===== config.mk =====
export PLATFORM = sky130hd
export DESIGN_NAME = ssc_profile_gen
export DESIGN_NICKNAME = d
export VERILOG_FILES = /design/src/rtl/ssc_pkg.sv /design/src/rtl/ssc_dwell_timer.sv /design/src/rtl/ssc_limit_hold.sv /design/src/rtl/ssc_sweep_core.sv /design/src/rtl/ssc_profile_gen.sv
export SDC_FILE = /design/constraint.sdc
export NUM_CORES = 1
export LEC_CHECK = 0
export CORE_MARGIN = 4
export CORE_UTILIZATION = 55
export CTS_BUF_LIST = sky130_fd_sc_hd__clkbuf_8
export DETAILED_ROUTE_END_ITERATION = 10
export DONT_BUFFER_PORTS = 1
export MAX_ROUTING_LAYER = met4
export PLACE_DENSITY_LB_ADDON = 0.1
export SKIP_LAST_GASP = 1
export SYNTH_ARGS = -nofsm -noshare
export SYNTH_HDL_FRONTEND = slang
export SYNTH_SLANG_ARGS = --single-unit

===== constraint.sdc =====
create_clock -name clk -period 2.67 [get_ports clk]
set_input_delay 0.1335 -clock clk [delete_from_list [all_inputs] [get_ports clk]]
set_output_delay 0.1335 -clock clk [all_outputs]
set_load 0.01 [all_outputs]

===== src/rtl/ssc_pkg.sv =====
package ssc_pkg;
  localparam int LIM_W   = 4;
  localparam int DWELL_W = 6;
  localparam int OFS_W   = LIM_W + 1;

  typedef logic [LIM_W-1:0]         lim_t;
  typedef logic signed [OFS_W-1:0]  ofs_t;
  typedef enum logic {DIR_DOWN = 1'b0, DIR_UP = 1'b1} dir_e;

  // two's-complement code of a negative bound -> its magnitude
  function automatic lim_t dn_magnitude(lim_t code);
    return lim_t'(~code + lim_t'(1));
  endfunction
endpackage


===== src/rtl/ssc_dwell_timer.sv =====
module ssc_dwell_timer #(
  parameter int unsigned UNIT_CYCLES = 28,
  parameter int unsigned DWELL_W     = 6
) (
  input  logic               clk,
  input  logic               rst_n,
  input  logic               en_i,
  input  logic [DWELL_W-1:0] dwell_i,
  output logic               step_o
);
  localparam int unsigned PW = (UNIT_CYCLES > 2) ? $clog2(UNIT_CYCLES) : 1;
  localparam logic [PW-1:0] PRESC_LAST = PW'(UNIT_CYCLES - 1);

  logic [PW-1:0]      presc_q, presc_d;
  logic [DWELL_W-1:0] units_q, units_d, dwell_eff;
  logic               unit_tick, tmr_ce;

  assign dwell_eff = (dwell_i == '0) ? DWELL_W'(1) : dwell_i;
  assign unit_tick = (presc_q == PRESC_LAST);
  assign step_o    = en_i & unit_tick & (units_q >= (dwell_eff - DWELL_W'(1)));
  assign tmr_ce    = en_i | (presc_q != '0) | (units_q != '0);

  always_comb begin
    presc_d = presc_q;
    units_d = units_q;
    if (!en_i) begin
      presc_d = '0;
      units_d = '0;
    end else if (unit_tick) begin
      presc_d = '0;
      units_d = step_o ? '0 : units_q + DWELL_W'(1);
    end else begin
      presc_d = presc_q + PW'(1);
    end
  end

  always_ff @(posedge clk or negedge rst_n) begin
    if (!rst_n) begin
      presc_q <= '0;
      units_q <= '0;
    end else if (tmr_ce) begin
      presc_q <= presc_d;
      units_q <= units_d;
    end
  end
endmodule


===== src/rtl/ssc_limit_hold.sv =====
module ssc_limit_hold
  import ssc_pkg::*;
#(
  parameter lim_t RST_UP      = lim_t'(0),
  parameter lim_t RST_DN_CODE = lim_t'(4'b1110)
) (
  input  logic clk,
  input  logic rst_n,
  input  logic load_i,
  input  lim_t up_i,
  input  lim_t dn_code_i,
  output lim_t up_act_o,
  output lim_t dn_act_o,
  output lim_t up_new_o,
  output lim_t dn_new_o
);
  lim_t up_q, dn_q;

  assign up_new_o = up_i;
  assign dn_new_o = dn_magnitude(dn_code_i);
  assign up_act_o = up_q;
  assign dn_act_o = dn_q;

  always_ff @(posedge clk or negedge rst_n) begin
    if (!rst_n) begin
      up_q <= RST_UP;
      dn_q <= dn_magnitude(RST_DN_CODE);
    end else if (load_i) begin
      up_q <= up_new_o;
      dn_q <= dn_new_o;
    end
  end
endmodule


===== src/rtl/ssc_sweep_core.sv =====
module ssc_sweep_core
  import ssc_pkg::*;
(
  input  logic clk,
  input  logic rst_n,
  input  logic en_i,
  input  logic step_i,
  input  logic pend_i,
  input  lim_t up_act_i,
  input  lim_t dn_act_i,
  input  lim_t up_new_i,
  input  lim_t dn_new_i,
  output ofs_t ofs_o,
  output logic load_o
);
  localparam int EXT_W = OFS_W + 1;
  typedef logic signed [EXT_W-1:0] ext_t;

  ofs_t ofs_q, ofs_d;
  dir_e dir_q, dir_d;
  ext_t ofs_x, top_act, bot_act, top_new, bot_new, turn_val, clamp_val;
  logic hit_top, hit_bot, at_bound, core_ce;

  assign ofs_x   = ext_t'(ofs_q);
  assign top_act = $signed({2'b00, up_act_i});
  assign bot_act = -$signed({2'b00, dn_act_i});
  assign top_new = $signed({2'b00, up_new_i});
  assign bot_new = -$signed({2'b00, dn_new_i});

  assign hit_top  = (ofs_x >= top_act);
  assign hit_bot  = (ofs_x <= bot_act);
  assign at_bound = (pend_i && dir_q == DIR_DOWN) ? hit_bot : hit_top;
  assign load_o   = !en_i | (step_i & at_bound);
  assign core_ce  = !en_i | step_i;
  assign ofs_o    = ofs_q;

  // one move in the reversed direction, kept inside the newly adopted range
  always_comb begin
    turn_val = (dir_q == DIR_UP) ? ofs_x - ext_t'(1) : ofs_x + ext_t'(1);
    if (turn_val > top_new)      clamp_val = top_new;
    else if (turn_val < bot_new) clamp_val = bot_new;
    else                         clamp_val = turn_val;
  end

  always_comb begin
    ofs_d = ofs_q;
    dir_d = dir_q;
    if (!en_i) begin
      ofs_d = '0;
      dir_d = DIR_UP;
    end else if (step_i) begin
      if (!pend_i) begin
        dir_d = DIR_UP;
        ofs_d = hit_top ? ofs_t'(bot_new) : ofs_t'(ofs_x + ext_t'(1));
      end else if (dir_q == DIR_UP) begin
        if (hit_top) begin
          dir_d = DIR_DOWN;
          ofs_d = ofs_t'(clamp_val);
        end else begin
          ofs_d = ofs_t'(ofs_x + ext_t'(1));
        end
      end else begin
        if (hit_bot) begin
          dir_d = DIR_UP;
          ofs_d = ofs_t'(clamp_val);
        end else begin
          ofs_d = ofs_t'(ofs_x - ext_t'(1));
        end
      end
    end
  end

  always_ff @(posedge clk or negedge rst_n) begin
    if (!rst_n) begin
      ofs_q <= '0;
      dir_q <= DIR_UP;
    end else if (core_ce) begin
      ofs_q <= ofs_d;
      dir_q <= dir_d;
    end
  end
endmodule


===== src/rtl/ssc_profile_gen.sv =====
module ssc_profile_gen #(
  parameter int unsigned   UNIT_CYCLES = 28,
  parameter ssc_pkg::lim_t RST_UP      = ssc_pkg::lim_t'(0),
  parameter ssc_pkg::lim_t RST_DN_CODE = ssc_pkg::lim_t'(4'b1110)
) (
  input  logic                                clk,
  input  logic                                rst_n,
  input  logic                                ssc_en,
  input  logic [ssc_pkg::LIM_W-1:0]           up_lim,
  input  logic [ssc_pkg::LIM_W-1:0]           dn_code,
  input  logic [ssc_pkg::DWELL_W-1:0]         dwell,
  input  logic                                pend_mode,
  output logic signed [ssc_pkg::OFS_W-1:0]    ofs,
  output logic                                step_stb
);
  import ssc_pkg::*;

  lim_t up_act, dn_act, up_new, dn_new;
  logic lim_load;

  ssc_dwell_timer #(
    .UNIT_CYCLES (UNIT_CYCLES),
    .DWELL_W     (DWELL_W)
  ) u_timer (
    .clk     (clk),
    .rst_n   (rst_n),
    .en_i    (ssc_en),
    .dwell_i (dwell),
    .step_o  (step_stb)
  );

  ssc_limit_hold #(
    .RST_UP      (RST_UP),
    .RST_DN_CODE (RST_DN_CODE)
  ) u_limits (
    .clk       (clk),
    .rst_n     (rst_n),
    .load_i    (lim_load),
    .up_i      (up_lim),
    .dn_code_i (dn_code),
    .up_act_o  (up_act),
    .dn_act_o  (dn_act),
    .up_new_o  (up_new),
    .dn_new_o  (dn_new)
  );

  ssc_sweep_core u_core (
    .clk      (clk),
    .rst_n    (rst_n),
    .en_i     (ssc_en),
    .step_i   (step_stb),
    .pend_i   (pend_mode),
    .up_act_i (up_act),
    .dn_act_i (dn_act),
    .up_new_i (up_new),
    .dn_new_i (dn_new),
    .ofs_o    (ofs),
    .load_o   (lim_load)
  );
endmodule


==> results by group, run 1 <==
Worst setup path
  – Slowest-stage cell, CP: dfstp_2
  – Startpoint types: register
  – Cells along the critical path: buf_6 > nand2_1 > o32ai_2 > xor2_2 > ha_4 > nand2_2 > nand3_2 > o2bb2ai_4 > mux2i_1 > mux2i_1 > a2111oi_2 > a21o_1
  – Critical path data arrival time: 3020 ps
  – Critical path fanouts, max: 6
  – Setup CP Type: reg -> reg
  – CP Capture Type: register
  – Worst path bufs/invs: 1
  – Critical Path Most Common Cell: mux2i_1
  – Slowest stage delay, CP: 600 ps
  – Critical Path RT: 2890 ps
  – Crit-path leading delay family: compound AO/OA/AOI/OAI gates

Pwr
  – Switch share: 0.3477
  – Power per cell area: 329.4 nW/um2
  – Switching power: 399.4 uW
  – Leakage: 0.001654 uW
  – Comb pwr share: 0.375
  – Sequential power share: 0.407
  – Internal: 749.3 uW
  – Clock power frac: 0.219
  – Peak supply drop: 0.2150 mV

Clock tree
  – CTS clk-pin slew, worst paths: 100 ps
  – Worst skew pair latency: 280 ps
  – CTS tree: yes
  – CTS Root Buffer Type: clkbuf_8
  – H-tree levels: 1
  – Clock sinks: 25
  – Clock tree buffer depth: 2
  – CTS Buf Count: 3

Layout
  – Share of post-route cells with drive strength above 1: 0.3315
  – Commonest non-fill, non-tap cell in the layout: buf_4
  – Antenna diode count: 0
  – Post-layout nets: 413
  – Most frequent cells in the layout: 49 x buf_4, 27 x nand2_1, 26 x ha_1, 22 x inv_1, 19 x dfrtp_1
  – Layout area overhead: 35.69%
  – Finished Cell Area: 3487 um2

Floorplanning
  – Core region area: 4444 um2
  – Top-Level Pins: 24
  – Initial core utilization: 0.5783
  – Die W: 76.36 um
  – Row count: 24
  – Die Ht: 76.36 um
  – Die Area: 5830 um2

Timing
  – Final setup viols: 12
  – Worst hold margin: 20.45 ps
  – Slew headroom: 0.7330
  – Final hold vios: 0
  – Period minus WS final: 2801 ps
  – Least-Margin Pin Slew: 399.0 ps
  – Slew Viols, Final: 0
  – Final period utilization: 1.049
  – Skew final: 5.339 ps
  – Fmax: 357.0 MHz
  – RSZ-0062 raised after global routing: yes
  – Fin worst setup slack: -130.8 ps

Synthesis
  – Sequential element share of the synthesized area: 0.2444
  – Synth cell types: 61
  – Ys async rst share: 1.000
  – Yosys warns: 0
  – Post-synth EDFFs: 0
  – Yosys reg bits: 25
  – Syn_area_per_cell: 8.567 um2
  – Post-Syn Area: 2570 um2
  – Top FF cell, synth: dfrtp_1
  – Synthesized net count: 350
  – Cell count after synthesis: 300

Global route
  – Initial antenna violation count: 0
  – GRT Total Usage: 0.2515
  – First-pass GRT wire length: 11630 um
  – Number of global-route vias before repair: 2431
  – GR Overflow Total: 0
  – Largest net degree at the start of global routing: 26

Detailed routing
  – Via-per-instance ratio: 5.841
  – Drt pass-1 iters: 4
  – Post-DR wirelength/cell: 16.87 um
  – Antenna Nets Post-Route: 0
  – Post-route DRC: 0
  – Detailed Route WL: 6983 um
  – Detailed-route via count: 2418
  – Initial DRC Count: 199

Placement
  – Final HPWL DP: 5025 um
  – Post-DP Area: 2999 um2
  – Final GP Congestion: 0.9505
  – # port buffers: 0

Run
  – Max-cap violation count: 0

Outcome
  – Status: finished, violations left
  – Failing checks: negative setup slack

Min path
  – Worst Hold Class: in -> reg
==> timing repair <==
action | in CTS | in global routing
pin swaps | 23 | 13
hold buffers | 8 | 0
setup endpoints to repair | 12 | 14
endpoints found under the hold margin | 34 | 0
resized for setup | 37 | 7
setup buffers | 13 | 2
==> kinds of logic (layout without fill, tap and decap cells) <==
group	count (synthesis)	after routing	share of synthesized area
mux	11	11	0.04382
simple gates	104	104	0.2162
xor+xnor	20	20	0.07108
flops	25	25	0.2444
buf+inv	36	98	0.06037
fa+ha+maj	32	32	0.1558
compound gates	72	72	0.2084
==> final timing paths <==
kind | start | endpoint | slack, ps | depth (start not counted)
max reg2reg | u_core.dir_q | u_core.ofs_o[1] | -130 | 12
max | u_core.dir_q | u_core.ofs_o[1] | -130 | 12
min in group asynchronous | rst_n | u_timer.units_q[3] | 270 | 2
min | ssc_en | u_timer.presc_q[1] | 20 | 1
min reg2reg | u_limits.up_act_o[0] | u_limits.up_act_o[0] | 530 | 1
max in group asynchronous | rst_n | u_limits.dn_act_o[1] | 2160 | 2
==> per-stage QoR <==
stage | util | setup TNS (ps) | cells | power (uW) | setup WS (ps)
after CTS | 0.7742 | -1027 | 412 | 1127 | -123.5
after global placement | 0.6748 | -369.9 | 387 | 812.1 | -80.07
after floorplan | - | -67.75 | 300 | 738.9 | -35.43
after detailed placement | 0.6748 | -1185 | 387 | 822.9 | -119.8
after global routing | 0.7846 | -2749 | 414 | 1231 | -244.9
final | 0.7846 | -1110 | 414 | 1149 | -130.8
==> power groups by stage <==
stage	Clock, uW	Sequential [uW]	Combinational (uW)
floorplan	0	461	278
global placement	0	471	341
detailed placement	0	473	350
CTS	249	466	411
global route	275	475	482
finish	251	467	430
==> registers in the layout, summed over array words and instances (netlist names) <==
register,cells
u_timer.presc_q,5
u_limits.dn_act_o,4
u_limits.up_act_o,4
u_timer.units_q,6
u_core.dir_q,1
u_core.ofs_o,5
==> cells in the mapped netlist (2+ instances only) <==
library cell  instances  area, um2
nand2b_1              7      43.79
o31ai_1               2      15.01
o22ai_1               2      12.51
a21o_1                3      22.52
a21oi_1              15      75.07
o21ai_1               6      30.03
ha_1                 32      400.4
nor3_1                8      40.04
xnor2_1              11      96.34
and2_1                4      25.02
inv_1                27      101.4
nor4_1                2      12.51
dfrtp_1              23      575.6
xor2_1                8      70.07
nand4_1               2      12.51
dfstp_2               2      52.55
o31a_1                2      17.52
buf_2                 7      35.03
and3_1                2      12.51
a31oi_1               3      18.77
nor2b_1               6      37.54
or3_1                 3      18.77
o21ai_0              12      60.06
nand2_1              28      105.1
a211oi_1              4      30.03
nor3b_1               2      15.01
nor2_1               19      71.32
a32o_1                3      30.03
mux2i_1               9      90.09
nand3_1              10      50.05
o32ai_1               2      17.52
and4_1                2      17.52
o21a_1                4      30.03
==> per-layer routing <==
layer  global-route usage  part of all wire  up-vias
li1                     -                 -     1204
met1               0.3296              0.44     1133
met2               0.3972              0.48       69
met3              0.03783             0.059       12
met4              0.08696             0.023        0
met5                    -                 0        -
==> area by class of cell <==
cell class	instances	area (um2)
clock buffers	3	41.29
repair buffers	67	596.8
fillers	299	957.2
inverters	27	101.3
flip-flops and latches	25	633.1
multi-input cells	239	2041
well taps	52	65.06
clock inverters	1	8.758
No activity file was read; power rests on OpenSTA's default activity.
==> inputs of run 2 (changes only) <==
CORE_ASPECT_RATIO = 2   (was not set)
==> results by group, run 2 (synthesized netlist as in run 1, its figures left out) <==
Placement
  – Final GP Congestion: 0.9944
  – Post-Place Cells: 393
  – # port buffers: 0
  – Pre-CTS setup slack: -216.0 ps
  – Final HPWL DP: 5754 um

Clock tree
  – Clock sinks: 25
  – Clock tree buffer depth: 2
  – H-tree levels: 1
  – CTS clk-pin slew, worst paths: 110 ps
  – CTS tree: yes
  – CTS Root Buffer Type: clkbuf_8
  – CTS Buf Count: 3
  – Worst skew pair latency: 280 ps

Worst setup path
  – Crit path to: u_limits.up_act_o[0]
  – Reg2reg path depth: 10
  – Reg-to-reg setup timing slack: -120 ps
  – Setup CP Type: reg -> reg
  – Slowest stage delay, CP: 570 ps
  – Crit-path leading delay family: multiplexers
  – Critical path fanouts, max: 3
  – Reg2reg start: u_limits.dn_act_o[1]
  – Critical path data arrival time: 2960 ps
  – Worst path bufs/invs: 1
  – RR Endpoint: u_limits.up_act_o[0]
  – Launch point of the worst path: u_limits.dn_act_o[1]
  – Critical Path Stages: 10
  – CP Capture Type: register
  – Critical Path RT: 2840 ps
  – Cells along the critical path: inv_2 > ha_4 > nor3b_1 > ha_1 > and4_4 > a32o_1 > a41oi_2 > mux2_4 > o41ai_4 > mux2_1
  – Slowest-stage cell, CP: dfstp_2
  – Startpoint types: register

Timing
  – Final hold vios: 0
  – Skew final: 12.78 ps
  – Slew Viols, Final: 0
  – Period minus WS final: 2790 ps
  – Fin worst setup slack: -119.6 ps
  – Final period utilization: 1.045
  – RSZ-0062 raised after global routing: yes
  – Final setup viols: 12
  – Slew headroom: 0.7197
  – Least-Margin Pin Slew: 419.0 ps
  – Fmax: 358.5 MHz

Layout
  – Share of post-route cells with drive strength above 1: 0.3122
  – Biggest register: u_timer.units_q
  – Post-layout nets: 413
  – Most frequent cells in the layout: 54 x buf_4, 28 x ha_1, 26 x nand2_1, 23 x inv_1, 20 x dfrtp_1
  – Fill cell count: 348
  – Cell Count, Final, Fillers Out: 417
  – Max FFs per register: 6
  – Commonest non-fill, non-tap cell in the layout: buf_4
  – Antenna diode count: 0
  – Layout area overhead: 32.23%

Run
  – Max-cap violation count: 0

Floorplanning
  – Die W: 56.34 um
  – Top-Level Pins: 24
  – Die Area: 5897 um2
  – Core region area: 4554 um2
  – Die Ht: 104.7 um
  – Initial core utilization: 0.5643
  – Row count: 35

Outcome
  – Status: finished, violations left
  – Failing checks: negative setup slack

Pwr
  – Leakage: 0.001616 uW
  – Total Power: 1163 uW
  – Power per cell area: 342.1 nW/um2
  – Peak supply drop: 0.3235 mV

Global route
  – Largest net degree at the start of global routing: 26
  – GRT Total Usage: 0.2805
  – Number of global-route vias before repair: 2635
  – Initial antenna violation count: 0
  – GR Overflow Total: 0
  – First-pass GRT wire length: 12600 um

Detailed routing
  – Via-per-instance ratio: 5.971
  – Initial DRC Count: 102
  – Post-route DRC: 0
  – Antenna Nets Post-Route: 0
  – Detailed Route WL: 7854 um
  – Drt pass-1 iters: 4
  – Post-DR wirelength/cell: 18.83 um
  – Detailed-route via count: 2490

Min path
  – Worst Hold Class: in -> reg
==> run 2: cell types whose count changed in the layout (fill, tap and decap cells not counted), moves of 2 or more <==
cell / before / now
buf_12: 4 / 1
buf_4: 49 / 54
ha_1: 26 / 28
buf_6: 7 / 4
nand2b_1: 4 / 6
nand2b_4: 3 / 1
o32ai_1: 0 / 2
o32ai_2: 3 / 1
ha_4: 6 / 4
==> run 2: repair_timing <==
action / 4_1_cts / 5_1_grt
gates resized for setup: 17 / 17
setup endpoints to repair: 12 / 14
pin swaps: 13 / 13
buffers inserted: 6 / 5
hold buffers: 8 / 1
hold endpoints to repair: 34 / 1
==> run 2: how the worst min path moves through the flow <==
stage               cells past startpoint  slack (ps)  startpoint            endpoint
global route                            1          30      ssc_en  u_timer.presc_q[1]
global placement                        0        -160       rst_n  u_timer.presc_q[4]
floorplan                               0        -160       rst_n     u_core.ofs_o[0]
finish                                  1          30      ssc_en  u_timer.presc_q[1]
detailed placement                      0        -160       rst_n  u_timer.presc_q[4]
CTS                                     2          10      ssc_en     u_core.ofs_o[2]
==> run 2: area by class of cell <==
class | instances | area, um2 | area share
clock inverter | 1 | 7.507 | 0.002209
timing repair buffer | 67 | 550.5 | 0.1620
tap | 55 | 68.82 | 0.02025
clock buffer | 3 | 41.29 | 0.01215
multi-input combinational | 239 | 1997 | 0.5876
inverter | 27 | 101.3 | 0.02982
sequential | 25 | 631.9 | 0.1859
==> run 2: report_power, final <==
| part | total, uW | internal, uW | switching [uW] | leakage (uW) |
|---|---|---|---|---|
| Clock | 245 | 106 | 138 | 0.0000217 |
| Sequential | 467 | 421 | 46.9 | 0.000317 |
| Combinational | 451 | 226 | 225 | 0.00128 |
| Total | 1160 | 753 | 410 | 0.00162 |
==> run 2: stage by stage <==
stage / hold slack (ps) / setup TNS [ps] / instance area, um2 / util
3_3_place_gp: -161.3 / -281.6 / 3000 / 0.6588
6_report: 26.01 / -902.0 / 3398 / 0.7462
2_1_floorplan: -162.1 / -67.75 / 2633 / -
3_5_place_dp: -161.5 / -959.5 / 3000 / 0.6588
4_1_cts: 14.24 / -595.5 / 3263 / 0.7165
5_1_grt: 25.42 / -2296 / 3398 / 0.7462
==> run 2: routing by layer <==
layer	track usage	part of all wire	up-vias
li1	-	-	1203
met3	0.04079	0.038	34
met2	0.5151	0.56	83
met1	0.2705	0.34	1170
met4	0.1562	0.059	0
met5	-	0	-
==> run 2: worst reg2reg max path: cells and delay by family, from the launching register on <==
family,cells,cell delay [ps]
compound gates,3,560
buf+inv,1,60
mux,2,680
simple gates,2,370
flops,1,570
fa+ha+maj,2,470
==> inputs of run 3 (changes only) <==
CORE_ASPECT_RATIO = 0.5   (was 2)
==> results by group, run 3 (synthesized netlist as in run 1, its figures left out) <==
Layout
  – Finished Cell Area: 3416 um2
  – Biggest register: u_timer.units_q
  – Most frequent cells in the layout: 43 x buf_4, 26 x ha_1, 24 x inv_1, 24 x nand2_1, 20 x dfrtp_1
  – Layout area overhead: 32.91%
  – Antenna diode count: 0
  – Fill cell count: 301
  – Post-layout nets: 403
  – Commonest non-fill, non-tap cell in the layout: buf_4
  – Reg area: 631.9 um2
  – Multi-input gate area: 2083 um2
  – Share of post-route cells with drive strength above 1: 0.3381
  – Max FFs per register: 6

Timing
  – Slew Viols, Final: 0
  – Final hold vios: 1
  – Period minus WS final: 2842 ps
  – Skew final: 8.066 ps
  – Worst hold margin: -24.33 ps
  – Final setup viols: 12
  – Setup_tns: -1541 ps
  – Fmax: 351.9 MHz
  – Final period utilization: 1.064
  – RSZ-0062 raised after global routing: yes
  – Slew headroom: 0.6951
  – Fin worst setup slack: -171.8 ps
  – Least-Margin Pin Slew: 454.0 ps

Worst setup path
  – RR Endpoint: u_limits.up_act_o[0]
  – Reg2reg start: u_limits.dn_act_o[1]
  – Reg2reg path depth: 10
  – Startpoint types: register
  – CP Capture Type: register
  – Reg-to-reg setup timing slack: -170 ps
  – Critical Path RT: 2840 ps
  – Launch point of the worst path: u_limits.dn_act_o[1]
  – Setup CP Type: reg -> reg
  – Critical path fanouts, max: 3
  – Critical path data arrival time: 3010 ps

Min path
  – Hold path depth: 2
  – Worst Hold Class: in -> reg
  – Hold Path Origin: up_lim[3]
  – Hold Path End: u_limits.up_act_o[3]

Placement
  – Pre-CTS setup slack: -116.8 ps
  – Final HPWL DP: 5073 um
  – Post-DP Area: 2898 um2
  – Final GP Congestion: 0.9598
  – # port buffers: 0

Clock tree
  – CTS Buf Count: 3
  – Worst skew pair latency: 270 ps
  – CTS clk-pin slew, worst paths: 90 ps
  – H-tree levels: 1
  – CTS Root Buffer Type: clkbuf_8
  – Clock sinks: 25
  – CTS tree: yes
  – Clock tree buffer depth: 2

Detailed routing
  – Initial DRC Count: 238
  – Antenna Nets Post-Route: 0
  – Via-per-instance ratio: 6.054
  – Detailed Route WL: 7638 um
  – Detailed-route via count: 2476
  – Post-DR wirelength/cell: 18.67 um
  – Post-route DRC: 0
  – Drt pass-1 iters: 5

Floorplanning
  – Die W: 104.7 um
  – Top-Level Pins: 24
  – Die Ht: 56.34 um
  – Core region area: 4446 um2
  – Initial core utilization: 0.5781
  – Die Area: 5897 um2
  – Row count: 17

Global route
  – GR Overflow Total: 0
  – GRT Total Usage: 0.2458
  – Initial antenna violation count: 0
  – Number of global-route vias before repair: 2424
  – First-pass GRT wire length: 11410 um
  – Largest net degree at the start of global routing: 26

Outcome
  – Failing checks: negative hold slack, negative setup slack
  – Status: finished, violations left

Pwr
  – Clock power frac: 0.196
  – Switch share: 0.3473
  – Power per cell area: 332.6 nW/um2
  – Sequential power share: 0.410
  – Switching power: 394.5 uW
  – Internal: 741.6 uW
  – Peak supply drop: 0.1793 mV
  – Comb pwr share: 0.394
  – Leakage: 0.001596 uW

Run
  – Max-cap violation count: 0
-- run 3: changes by cell type in the layout (fill, tap and decap cells not counted), moves of 3 or more --
cell / before / now
dlygate4sd3_1: 8 / 5
buf_4: 54 / 43
o21ai_2: 2 / 6
buf_6: 4 / 8
o21ai_1: 6 / 3
-- run 3: cell type report --
type	count	area share
clock buffers	3	0.01209
clock inverters	1	0.001099
inverters	27	0.02967
multi-input cells	239	0.6099
flip-flops and latches	25	0.1850
well taps	57	0.02088
repair buffers	57	0.1414
-- run 3: critical path, cell delays in order, from the launching register on --
cell and delay, ps:
dfstp_2 560, inv_2 50, ha_4 160, nor3b_1 140, ha_1 320, and4_4 240
a32o_2 180, a41oi_2 50, mux2_4 320, o41ai_4 380, mux2_4 340
-- run 3: what timing repair did --
item | 4_1_cts | 5_1_grt
setup endpoints to repair | 12 | 14
hold buffers | 5 | 1
pin swaps | 19 | 22
gates cloned | 0 | 1
resized for setup | 23 | 35
endpoints found under the hold margin | 32 | 1
buffers inserted | 10 | 7
-- run 3: metrics by stage --
| stage | power (uW) | util | instances |
|---|---|---|---|
| after floorplan | 738.9 | - | 300 |
| after detailed placement | 819.0 | 0.6518 | 381 |
| after CTS | 1079 | 0.7183 | 400 |
| after global routing | 1220 | 0.7684 | 409 |
| after global placement | 801.0 | 0.6518 | 381 |
| final | 1136 | 0.7684 | 409 |
-- run 3: per-layer routing --
metal | global-route usage | vias up | wire (um)
met4 | 0.05794 | 0 | 153
met3 | 0.03904 | 17 | 511
met1 | 0.3050 | 1178 | 3211
li1 | - | 1179 | -
met2 | 0.4266 | 102 | 3761
met5 | - | - | 0
-- run 3: worst max-delay path by stage --
stage | endpoint | depth (start not counted)
floorplan | u_core.ofs_o[1] | 13
global placement | u_core.ofs_o[1] | 13
detailed placement | u_limits.dn_act_o[2] | 12
CTS | u_core.ofs_o[3] | 11
global route | u_core.ofs_o[1] | 11
finish | u_limits.up_act_o[0] | 10
-- run 3: power groups by stage --
stage | Combinational, uW | Sequential, uW | Clock, uW
floorplan | 278 | 461 | 0
global placement | 331 | 470 | 0
detailed placement | 347 | 472 | 0
CTS | 390 | 465 | 225
global route | 495 | 476 | 249
finish | 448 | 466 | 222
